$ cat src/rtl/lpm_pkg.sv
package lpm_pkg;

  typedef enum logic {
    ST_IDLE = 1'b0,
    ST_SCAN = 1'b1
  } scan_state_e;

  localparam logic SIDE_LEFT  = 1'b0;
  localparam logic SIDE_RIGHT = 1'b1;

endpackage

$ cat src/rtl/lpm_hash.sv
// Serial CRC over the top `len` bits of `key`, sliced into filter and table indices.
module lpm_hash #(
  parameter int KEY_W    = 8,
  parameter int LEN_W    = 4,
  parameter int CRC_W    = 8,
  parameter logic [CRC_W-1:0] POLY = 8'h07,
  parameter int BF_IDX_W = 4,
  parameter int TB_IDX_W = 3
) (
  input  logic [KEY_W-1:0]               key,
  input  logic [LEN_W-1:0]               len,
  output logic [1:0][BF_IDX_W-1:0]       bf_idx,
  output logic [1:0][TB_IDX_W-1:0]       tb_idx
);

  function automatic logic [CRC_W-1:0] crc_serial(input logic [KEY_W-1:0] k,
                                                  input logic [LEN_W-1:0] l);
    logic [CRC_W-1:0] c;
    logic fb;
    c = '0;
    for (int i = 0; i < KEY_W; i++) begin
      if (i < int'(l)) begin
        fb = c[CRC_W-1] ^ k[KEY_W-1-i];
        c  = {c[CRC_W-2:0], 1'b0} ^ (fb ? POLY : '0);
      end
    end
    return c;
  endfunction

  logic [CRC_W-1:0] code;

  always_comb begin
    code      = crc_serial(key, len);
    bf_idx[0] = code[CRC_W-1 -: BF_IDX_W];
    bf_idx[1] = code[BF_IDX_W-1:0];
    tb_idx[0] = code[CRC_W-1 -: TB_IDX_W];
    tb_idx[1] = code[TB_IDX_W-1:0];
  end

endmodule

$ cat src/rtl/lpm_bloom.sv
// Membership bit vector: set all indexed bits on program, AND them on query.
module lpm_bloom #(
  parameter int IDX_W   = 4,
  parameter int NUM_IDX = 2
) (
  input  logic                          clk,
  input  logic                          rst_n,
  input  logic                          set_en,
  input  logic [NUM_IDX-1:0][IDX_W-1:0] set_idx,
  input  logic [NUM_IDX-1:0][IDX_W-1:0] qry_idx,
  output logic                          qry_pos
);

  localparam int BITS = 1 << IDX_W;

  logic [BITS-1:0]    bits_q;
  logic [NUM_IDX-1:0] probe_bit;

  always_ff @(posedge clk or negedge rst_n) begin
    if (!rst_n) begin
      bits_q <= '0;
    end else if (set_en) begin
      for (int i = 0; i < NUM_IDX; i++) bits_q[set_idx[i]] <= 1'b1;
    end
  end

  for (genvar g = 0; g < NUM_IDX; g++) begin : g_probe
    assign probe_bit[g] = bits_q[qry_idx[g]];
  end

  assign qry_pos = &probe_bit;

endmodule

$ cat src/rtl/lpm_side.sv
// One hashed table: BUCKETS x ENTRIES slots, write to first free slot, parallel bucket compare.
module lpm_side #(
  parameter int ADDR_W  = 8,
  parameter int LEN_W   = 4,
  parameter int NH_W    = 8,
  parameter int IDX_W   = 3,
  parameter int ENTRIES = 2,
  parameter int OCC_W   = 2
) (
  input  logic              clk,
  input  logic              rst_n,
  input  logic              wr_en,
  input  logic [IDX_W-1:0]  wr_idx,
  input  logic [LEN_W-1:0]  wr_len,
  input  logic [ADDR_W-1:0] wr_key,
  input  logic [NH_W-1:0]   wr_nh,
  output logic [OCC_W-1:0]  occ,
  input  logic [IDX_W-1:0]  rd_idx,
  input  logic [LEN_W-1:0]  rd_len,
  input  logic [ADDR_W-1:0] rd_key,
  output logic              rd_hit,
  output logic [NH_W-1:0]   rd_nh
);

  localparam int BUCKETS = 1 << IDX_W;
  localparam int SLOT_W  = (ENTRIES > 1) ? $clog2(ENTRIES) : 1;

  logic              ent_v   [BUCKETS][ENTRIES];
  logic [LEN_W-1:0]  ent_len [BUCKETS][ENTRIES];
  logic [ADDR_W-1:0] ent_key [BUCKETS][ENTRIES];
  logic [NH_W-1:0]   ent_nh  [BUCKETS][ENTRIES];

  logic [SLOT_W-1:0] free_slot;
  logic              has_free;

  always_comb begin
    occ       = '0;
    free_slot = '0;
    has_free  = 1'b0;
    for (int e = 0; e < ENTRIES; e++) begin
      if (ent_v[wr_idx][e]) begin
        occ = occ + OCC_W'(1);
      end else if (!has_free) begin
        has_free  = 1'b1;
        free_slot = SLOT_W'(e);
      end
    end
  end

  always_ff @(posedge clk or negedge rst_n) begin
    if (!rst_n) begin
      for (int b = 0; b < BUCKETS; b++) begin
        for (int e = 0; e < ENTRIES; e++) begin
          ent_v[b][e]   <= 1'b0;
          ent_len[b][e] <= '0;
          ent_key[b][e] <= '0;
          ent_nh[b][e]  <= '0;
        end
      end
    end else if (wr_en && has_free) begin
      ent_v[wr_idx][free_slot]   <= 1'b1;
      ent_len[wr_idx][free_slot] <= wr_len;
      ent_key[wr_idx][free_slot] <= wr_key;
      ent_nh[wr_idx][free_slot]  <= wr_nh;
    end
  end

  always_comb begin
    rd_hit = 1'b0;
    rd_nh  = '0;
    for (int e = 0; e < ENTRIES; e++) begin
      if (!rd_hit && ent_v[rd_idx][e] && ent_len[rd_idx][e] == rd_len &&
          ent_key[rd_idx][e] == rd_key) begin
        rd_hit = 1'b1;
        rd_nh  = ent_nh[rd_idx][e];
      end
    end
  end

endmodule

$ cat src/rtl/lpm_lookup.sv
module lpm_lookup
  import lpm_pkg::*;
#(
  parameter int ADDR_W   = 8,
  parameter int NH_W     = 8,
  parameter int CRC_W    = 8,
  parameter logic [CRC_W-1:0] CRC_POLY = 8'h07,
  parameter int BF_IDX_W = 4,
  parameter int TB_IDX_W = 3,
  parameter int ENTRIES  = 2,
  localparam int LEN_W   = $clog2(ADDR_W + 1)
) (
  input  logic              clk,
  input  logic              rst_n,
  input  logic              ins_valid,
  input  logic [ADDR_W-1:0] ins_prefix,
  input  logic [LEN_W-1:0]  ins_len,
  input  logic [NH_W-1:0]   ins_nh,
  output logic              ins_ack,
  output logic              ins_to_ovf,
  output logic              ins_side,
  input  logic              lu_start,
  input  logic [ADDR_W-1:0] lu_addr,
  input  logic              ovf_hit,
  input  logic [LEN_W-1:0]  ovf_len,
  input  logic [NH_W-1:0]   ovf_nh,
  output logic              busy,
  output logic              done,
  output logic              res_found,
  output logic              res_from_table,
  output logic [LEN_W-1:0]  res_len,
  output logic [NH_W-1:0]   res_nh,
  output logic [LEN_W-1:0]  res_queries,
  output logic [LEN_W-1:0]  res_probes
);

  localparam int CNT_W = LEN_W;
  localparam int OCC_W = $clog2(ENTRIES + 1);

  function automatic logic [ADDR_W-1:0] len_mask(input logic [LEN_W-1:0] l);
    logic [ADDR_W-1:0] m;
    m = '0;
    for (int i = 0; i < ADDR_W; i++) begin
      if (i < int'(l)) m[ADDR_W-1-i] = 1'b1;
    end
    return m;
  endfunction

  scan_state_e       state_q;
  logic [LEN_W-1:0]  cur_len_q, floor_q, ovf_len_q;
  logic [ADDR_W-1:0] addr_q;
  logic              ovf_hit_q;
  logic [NH_W-1:0]   ovf_nh_q;
  logic [CNT_W-1:0]  q_cnt_q, p_cnt_q;
  logic [ADDR_W:0]   len_valid_q;

  logic [ADDR_W-1:0] ins_key, lk_key;
  logic [1:0][BF_IDX_W-1:0] in_bf_idx, lk_bf_idx;
  logic [1:0][TB_IDX_W-1:0] in_tb_idx, lk_tb_idx;

  logic [1:0]              side_wr_en;
  logic [1:0][OCC_W-1:0]   side_occ;
  logic [1:0]              side_hit;
  logic [1:0][NH_W-1:0]    side_nh;

  // Named internal events for the checker
  logic ins_fire, to_ovf, pick_side, store_en;
  logic [OCC_W-1:0] occ_l, occ_r;
  logic scan_active, at_floor, len_ok, query_fire, bf_pos, probe_fire, tbl_match, finish;

  assign ins_key = ins_prefix & len_mask(ins_len);
  assign lk_key  = addr_q & len_mask(cur_len_q);

  lpm_hash #(.KEY_W(ADDR_W), .LEN_W(LEN_W), .CRC_W(CRC_W), .POLY(CRC_POLY),
             .BF_IDX_W(BF_IDX_W), .TB_IDX_W(TB_IDX_W)) u_hash_ins (
    .key(ins_key), .len(ins_len), .bf_idx(in_bf_idx), .tb_idx(in_tb_idx));

  lpm_hash #(.KEY_W(ADDR_W), .LEN_W(LEN_W), .CRC_W(CRC_W), .POLY(CRC_POLY),
             .BF_IDX_W(BF_IDX_W), .TB_IDX_W(TB_IDX_W)) u_hash_lk (
    .key(lk_key), .len(cur_len_q), .bf_idx(lk_bf_idx), .tb_idx(lk_tb_idx));

  lpm_bloom #(.IDX_W(BF_IDX_W), .NUM_IDX(2)) u_bloom (
    .clk(clk), .rst_n(rst_n), .set_en(store_en), .set_idx(in_bf_idx),
    .qry_idx(lk_bf_idx), .qry_pos(bf_pos));

  for (genvar s = 0; s < 2; s++) begin : g_side
    lpm_side #(.ADDR_W(ADDR_W), .LEN_W(LEN_W), .NH_W(NH_W), .IDX_W(TB_IDX_W),
               .ENTRIES(ENTRIES), .OCC_W(OCC_W)) u_side (
      .clk(clk), .rst_n(rst_n),
      .wr_en(side_wr_en[s]), .wr_idx(in_tb_idx[s]), .wr_len(ins_len),
      .wr_key(ins_key), .wr_nh(ins_nh), .occ(side_occ[s]),
      .rd_idx(lk_tb_idx[s]), .rd_len(cur_len_q), .rd_key(lk_key),
      .rd_hit(side_hit[s]), .rd_nh(side_nh[s]));
  end

  // Insert: least-loaded candidate bucket, ties to the left table
  always_comb begin
    occ_l      = side_occ[0];
    occ_r      = side_occ[1];
    ins_fire   = ins_valid && (state_q == ST_IDLE) && !lu_start &&
                 (ins_len != '0) && (ins_len <= LEN_W'(ADDR_W));
    to_ovf     = (occ_l == OCC_W'(ENTRIES)) && (occ_r == OCC_W'(ENTRIES));
    pick_side  = (occ_l <= occ_r) ? SIDE_LEFT : SIDE_RIGHT;
    store_en   = ins_fire && !to_ovf;
    side_wr_en = {store_en && (pick_side == SIDE_RIGHT),
                  store_en && (pick_side == SIDE_LEFT)};
  end

  // Scan step: one length per cycle
  always_comb begin
    scan_active = (state_q == ST_SCAN);
    at_floor    = (cur_len_q <= floor_q);
    len_ok      = len_valid_q[cur_len_q];
    query_fire  = scan_active && !at_floor && len_ok;
    probe_fire  = query_fire && bf_pos;
    tbl_match   = probe_fire && (side_hit[0] || side_hit[1]);
    finish      = scan_active && (at_floor || tbl_match);
  end

  always_ff @(posedge clk or negedge rst_n) begin
    if (!rst_n) begin
      state_q        <= ST_IDLE;
      cur_len_q      <= '0;
      floor_q        <= '0;
      addr_q         <= '0;
      ovf_hit_q      <= 1'b0;
      ovf_len_q      <= '0;
      ovf_nh_q       <= '0;
      q_cnt_q        <= '0;
      p_cnt_q        <= '0;
      len_valid_q    <= '0;
      ins_ack        <= 1'b0;
      ins_to_ovf     <= 1'b0;
      ins_side       <= SIDE_LEFT;
      done           <= 1'b0;
      res_found      <= 1'b0;
      res_from_table <= 1'b0;
      res_len        <= '0;
      res_nh         <= '0;
      res_queries    <= '0;
      res_probes     <= '0;
    end else begin
      done       <= 1'b0;
      ins_ack    <= ins_fire;
      ins_to_ovf <= ins_fire && to_ovf;
      ins_side   <= store_en ? pick_side : SIDE_LEFT;
      if (store_en) len_valid_q[ins_len] <= 1'b1;

      case (state_q)
        ST_IDLE: begin
          if (lu_start) begin
            state_q   <= ST_SCAN;
            addr_q    <= lu_addr;
            cur_len_q <= LEN_W'(ADDR_W);
            floor_q   <= ovf_hit ? ovf_len : '0;
            ovf_hit_q <= ovf_hit;
            ovf_len_q <= ovf_len;
            ovf_nh_q  <= ovf_nh;
            q_cnt_q   <= '0;
            p_cnt_q   <= '0;
          end
        end
        ST_SCAN: begin
          if (query_fire) q_cnt_q <= q_cnt_q + CNT_W'(1);
          if (probe_fire) p_cnt_q <= p_cnt_q + CNT_W'(1);
          if (finish) begin
            state_q     <= ST_IDLE;
            done        <= 1'b1;
            res_queries <= q_cnt_q + CNT_W'(query_fire);
            res_probes  <= p_cnt_q + CNT_W'(probe_fire);
            if (tbl_match) begin
              res_found      <= 1'b1;
              res_from_table <= 1'b1;
              res_len        <= cur_len_q;
              res_nh         <= side_hit[0] ? side_nh[0] : side_nh[1];
            end else begin
              res_found      <= ovf_hit_q;
              res_from_table <= 1'b0;
              res_len        <= ovf_hit_q ? ovf_len_q : '0;
              res_nh         <= ovf_hit_q ? ovf_nh_q : '0;
            end
          end else begin
            cur_len_q <= cur_len_q - LEN_W'(1);
          end
        end
        default: state_q <= ST_IDLE;
      endcase
    end
  end

  assign busy = (state_q == ST_SCAN);

endmodule

$ cat config.mk
export PLATFORM = sky130hd
export DESIGN_NAME = lpm_lookup
export DESIGN_NICKNAME = d
export VERILOG_FILES = /design/src/rtl/lpm_pkg.sv /design/src/rtl/lpm_hash.sv /design/src/rtl/lpm_bloom.sv /design/src/rtl/lpm_side.sv /design/src/rtl/lpm_lookup.sv
export SDC_FILE = /design/constraint.sdc
export NUM_CORES = 2
export LEC_CHECK = 0
export BUFFER_PORTS_ARGS = -buffer_cell sky130_fd_sc_hd__buf_4
export CORE_MARGIN = 3
export CORE_UTILIZATION = 65
export CTS_CLUSTER_DIAMETER = 120
export DETAILED_ROUTE_END_ITERATION = 6
export GPL_TIMING_DRIVEN = 1
export PLACE_DENSITY = 0.88
export SLEW_MARGIN = 20
export SYNTH_ARGS = -nofsm -noshare
export SYNTH_HDL_FRONTEND = slang
export SYNTH_HIERARCHICAL = 1
export SYNTH_SLANG_ARGS = --single-unit
$ cat constraint.sdc
create_clock -name clk -period 16.4 [get_ports clk]
set_input_delay 0 -clock clk [delete_from_list [all_inputs] [get_ports clk]]
set_output_delay 0 -clock clk [all_outputs]
set_load 0.1 [all_outputs]
# ---- Yosys cells after proc, flatten, opt, wreduce, memory -nomap -nowiden
# Index checks and enable logic that the tools add are counted.
dict set report classes {
  n_reduce_logical 47
  mux 163
  bitwise 42
  n_shift 0
  addsub 7
  n_eq_ne 14
  n_lt_le_gt_ge 38
  multipliers 0
  n_div 0
}
# cell count
set ops {}
lappend ops {{$bwmux W128} 4}
lappend ops {{$mux W8} 29}
lappend ops {{$bmux W16 S3} 4}
lappend ops {{$mux W16} 10}
lappend ops {{$bwmux W64} 2}
lappend ops {{$xor A8 B8 Y8} 14}
lappend ops {{$demux W16 S3} 2}
lappend ops {{$or A16 B16 Y16} 4}
lappend ops {{$mux W3} 18}
lappend ops {{$bmux W8 S3} 2}
lappend ops {{$demux W8 S3} 2}
lappend ops {{$mux W1} 46}
lappend ops {{$mux W4} 10}
lappend ops {{$logic_and A1 B1 Y1} 33}
lappend ops {{$eq A8 B8 Y1} 4}
lappend ops {{$lt A3 B4 Y1 const A} 8}
lappend ops {{$lt A4 B5 Y1 const B} 6}
lappend ops {{$bmux W2 S3} 4}
lappend ops {{$mux W2} 12}
lappend ops {{$pmux W4 S2} 3}
lappend ops {{$and A8 B8 Y8} 2}
lappend ops {{$demux W8 S1} 2}
lappend ops {{$eq A4 B4 Y1} 4}
lappend ops {{$ge A4 B4 Y1 const B} 4}
lappend ops {{32 further kinds} 82}
dict set report totals {
  n_memories 0
  out_inout_bits 27
  in_bits 45
  ff_bits 761
  mem_bits_ro 0
  latch_bits 0
  ram_bits 0
}

# ---- Logic depth before layout (Yosys ltp)
dict set report depth {
  word_depth 50
  mapped_depth 32
  ltp_nobuf 25
}

# ---- Hierarchy
# The synthesis kept the hierarchy.
# mod n_inst area_each_um2 cells_per_inst
set modules_own_cells {}
lappend modules_own_cells {{lpm_side at g_side[0].u_side} 1 15710.1 1017}
lappend modules_own_cells {{lpm_side at g_side[1].u_side} 1 15633.7 1009}
lappend modules_own_cells {lpm_lookup 1 3906.2 394}
lappend modules_own_cells {lpm_hash 2 938.4 128}
lappend modules_own_cells {lpm_bloom 1 980.9 81}

# ---- Least setup slack after synthesis
# No wires, ideal clock.
dict set report synth_path {
  path_type {register -> register}
  from {reg cur_len_q[1]}
  to {reg res_len[2]}
  setup_slack_ns 9.582
  path_stages_with_launch 29
  arrival_ns 6.692
  n_path_buf 8
  setup_time_ns 0.125
  required_time_ns 16.275
  path_cell_list {dfrtp_1 buf_6 inv_1 ha_1 a21boi_0 buf_2 buf_2 o211ai_1 a32oi_1 o31ai_2 a2bb2oi_1 o21ai_0 buf_4 buf_2 mux4_2 mux2i_1 xor2_1 nand4_1 nor4_1 buf_2 a41o_1 clkbuf_1 o21ai_0 a41oi_1 and3_2 nor2_2 inv_1 buf_4 mux2_2}
}
# element line
set synth_lines {}
lappend synth_lines {{start: declaration} lpm_lookup.sv:50} ;# logic [LEN_W-1:0] cur_len_q, floor_q, ovf_len_q;
lappend synth_lines {{start signal: assignment} lpm_lookup.sv:154} ;# cur_len_q <= LEN_W'(ADDR_W);
lappend synth_lines {{start signal: assignment} lpm_lookup.sv:183} ;# cur_len_q <= cur_len_q - LEN_W'(1);
lappend synth_lines {{end signal: assignment} lpm_lookup.sv:174} ;# res_len <= cur_len_q;
lappend synth_lines {{end signal: assignment} lpm_lookup.sv:179} ;# res_len <= ovf_hit_q ? ovf_len_q : '0;
lappend synth_lines {{end: declaration} lpm_lookup.sv:31} ;# output logic [LEN_W-1:0] res_len,

==> impl_metrics.toml <==
[clocking]
cts_made_buffers = 78
cts_hold_buf = 32
cts_tree = "yes"
htreeDepth = 3
clk_path_buf_depth = 3
worstSkewPairLatency_ps = 620
post_cts_resized = 0
clk_pin_slew_worst_paths_ps = 60
cts.sinks = 761
cts_setup_buffers = 0
root_buffer = "clkbuf_16"

[placed_design]
gp_congestion = 0.976
dp.cells = 3442
io_buffers = 71
dpl.hpwl_um = 59200
place_ws_ps = 7560
placed_area_um2 = 39200

[power]
ir_drop_mv = 0.201
leakagePower_nw = 20.1
power.total_mw = 8.46
p_per_area_nw_per_um2 = 201

[timing]
post-route-period-util_pct = 56.6
clock_skew_ps = 28.5
finalSetupTns_ps = 0
worst_slack_ps = 7110
tightest_slew_ps = 1130
period_needed_ps = 9290
fmax_ghz = 0.108
rsz0062_at_grt = "false"
drv_slew = 0
setup_viol = 0
hold_viol_final = 0
holdWs_ps = 61.6
max_slew_margin_pct = 22.8

[cells_and_area]
multi_input_area_um2 = 18000
areaGrowthSynthToFinish_pct = 10.6
fin_cells = 3612
diodes = 0
fillCellCount = 3418
nets = 2854
seq_area_um2 = 19000
drive_gt1_share_pct = 41.2
fin_area_um2 = 42200
finish.utilization_pct = 72.9

[global_route]
grt_max_degree = 183
grt_overflow = 0
grt_pass1_vias = 26200
grt_pass1_wl_um = 153000
track_usage_pct = 32.7
antenna_found_initial = 1

[drt]
highest_layer = "met5"
vias_per_cell = 6.89
drt-initial-drc-count = 2387
wire_per_inst_um = 27.4
wl_met2_um = 46300
drt_wl_total_um = 99100
drcViolationCount = 16
dr.pass1.iters = 7
drt.antenna.violating_nets = 0
vias = 24900
route.met3.wl_um = 8920
met1_length_um = 38900

[logic_synthesis]
synth_common_cells = "dfrtp_1, mux2_2, mux4_2, mux2i_1, nand2_1"
mappedNetlistArea_um2 = 38100
synth_top_area_share_pct = 50.0
syn_inst = 2757
synth_edf_count = 0
netlist-cell-type-count = 87
ys_seq_area_share_pct = 50.0
synthFlopType = "dfrtp_1"
yosys-top-cells-area = "dfrtp_1, mux2_2, mux4_2"
syn-num-nets = 2821
synth_top_area_cell = "dfrtp_1"
synthArstFlopShare_pct = 100
synthMostInstantiatedCell = "dfrtp_1"
avgSynthCellArea_um2 = 13.8
ys_seq_elements = 761
ys.warnings.count = 6

[floorplan]
rows = 88
start_util_pct = 65.9
die_h_um = 248
ios = 72
fp.dieW_um = 248
die-area_um2 = 61600
core_area_um2 = 57800

[status]
status = "finished, violations left"
violations = "design-rule violations"

[setup_path]
crit_type = "flip-flop to flip-flop"
crit_path_max_fanout = 49
r2r_end = "res_queries[3]$_DFFE_PN0P_"
arrival_ps = 9780
reg2regPathDepth = 22
cpMaxStageDelayCell = "mux2i_4"
crit_chain = "buf_4 > inv_1 > ha_1 > o21ai_0 > and2_1 > xor3_1 > nor2b_1 > a211o_1 > o21ai_0 > mux2i_4 > buf_4 > mux4_2 > mux2i_1 > xnor2_1 > a211oi_2 > a41o_1 > o21ai_0 > a41oi_1 > and3_2 > nor2_2 > inv_1 > mux2_2"
rrSetupSlack_ps = 7110
startpoint_type = "flip-flop"
cp.required_ps = 16900
crit_path_end_kind = "flip-flop"
cp_slowest_stage_delay_ps = 900
cp_common_cell = "o21ai_0"
rr_startpoint = "cur_len_q[0]$_DFFE_PN0P_"

[job]
cap_violations = 0

[worst_hold_path]
hp-class = "input pin to asynchronous set/reset pin"
-- power by group --
group / internal (mW) / switching [mW] / total (mW)
registers: 2.27 / 0.256 / 2.53
logic: 1.74 / 2.38 / 4.12
clock network: 1.07 / 0.737 / 1.81
-- layout make-up --
cell class,instances,share of cell area [%]
sequential,761,45.2
multi-input combinational,1739,42.6
clock buffer,111,5.48
timing repair buffer,180,3.51
tap,765,2.27
clock inverter,26,0.703
inverter,30,0.267
-- worst max-delay path: cells and delay by family, from the launching register on --
kind / cells / cell delay [ps]
mux: 4 / 2120
buf+inv: 4 / 2050
fa+ha+maj: 1 / 280
simple gates: 4 / 1610
xor+xnor: 2 / 560
flops: 1 / 320
compound gates: 7 / 2150
-- flip-flops by register name, summed over array words and instances (netlist names), 8 cells and up --
name                   count
u_bloom/bits_q            16
ovf_nh_q                   8
g_side.u_side/ent_len    128
g_side.u_side/ent_nh     256
addr_q                     8
g_side.u_side/ent_v       32
res_nh                     8
len_valid_q                9
g_side.u_side/ent_key    256
-- how the worst max path moves through the flow --
| stage | startpoint | to | cells after the start |
|---|---|---|---|
| 2_1_floorplan | cur_len_q[1]$_DFFE_PN0P_ | res_len[2]$_DFFE_PN0P_ | 28 |
| 3_3_place_gp | cur_len_q[0]$_DFFE_PN0P_ | res_probes[1]$_DFFE_PN0P_ | 25 |
| 3_5_place_dp | cur_len_q[0]$_DFFE_PN0P_ | res_queries[3]$_DFFE_PN0P_ | 24 |
| 4_1_cts | cur_len_q[0]$_DFFE_PN0P_ | res_queries[3]$_DFFE_PN0P_ | 24 |
| 5_1_grt | cur_len_q[0]$_DFFE_PN0P_ | res_queries[3]$_DFFE_PN0P_ | 22 |
| 6_report | cur_len_q[0]$_DFFE_PN0P_ | res_queries[3]$_DFFE_PN0P_ | 22 |
-- layer usage --
metal | track usage, % | up-vias
met5 | 0 | -
met4 | 15.6 | 2
met3 | 7.08 | 310
met2 | 51.6 | 1265
met1 | 43.9 | 13000
li1 | - | 10300
-- cell families (layout without fill, tap and decap cells) --
group                      after synthesis  in the layout  synth area share, %
adders and majority gates               19             19                0.624
buffers and inverters                  257            347                 3.31
xor gates and xnor gates                70             70                 1.80
muxes                                  976            976                 33.3
AOI/OAI and AO/OA                      240            240                 5.00
and+or+nand+nor                        434            434                 6.03
DFF                                    761            761                 50.0
-- layout by cell type, fill, tap and decap left out, types with 10 or more instances in the layout --
cell | netlist | routed
dlygate4sd3_1 | 0 | 32
xor2_1 | 30 | 30
a21o_1 | 18 | 18
o211ai_1 | 17 | 17
nand2_1 | 138 | 137
mux2_2 | 652 | 652
clkbuf_1 | 122 | 13
mux4_2 | 163 | 163
buf_4 | 26 | 143
a2bb2oi_1 | 10 | 10
o22ai_1 | 16 | 16
nand3_1 | 26 | 26
nor4_1 | 21 | 17
nor3_1 | 30 | 29
a22oi_1 | 11 | 11
a21oi_1 | 22 | 22
clkbuf_8 | 0 | 17
nor2b_1 | 28 | 21
mux2i_1 | 158 | 155
dfrtp_1 | 761 | 760
clkinv_2 | 0 | 14
ha_1 | 19 | 19
nor3b_1 | 11 | 10
xnor2_1 | 34 | 34
nand4_1 | 27 | 27
a31oi_1 | 15 | 15
clkbuf_16 | 0 | 81
nor2_1 | 52 | 48
inv_1 | 30 | 30
or2_2 | 15 | 15
nand2b_1 | 42 | 42
o21ai_0 | 24 | 22
Power figures use the tool's default switching activity.
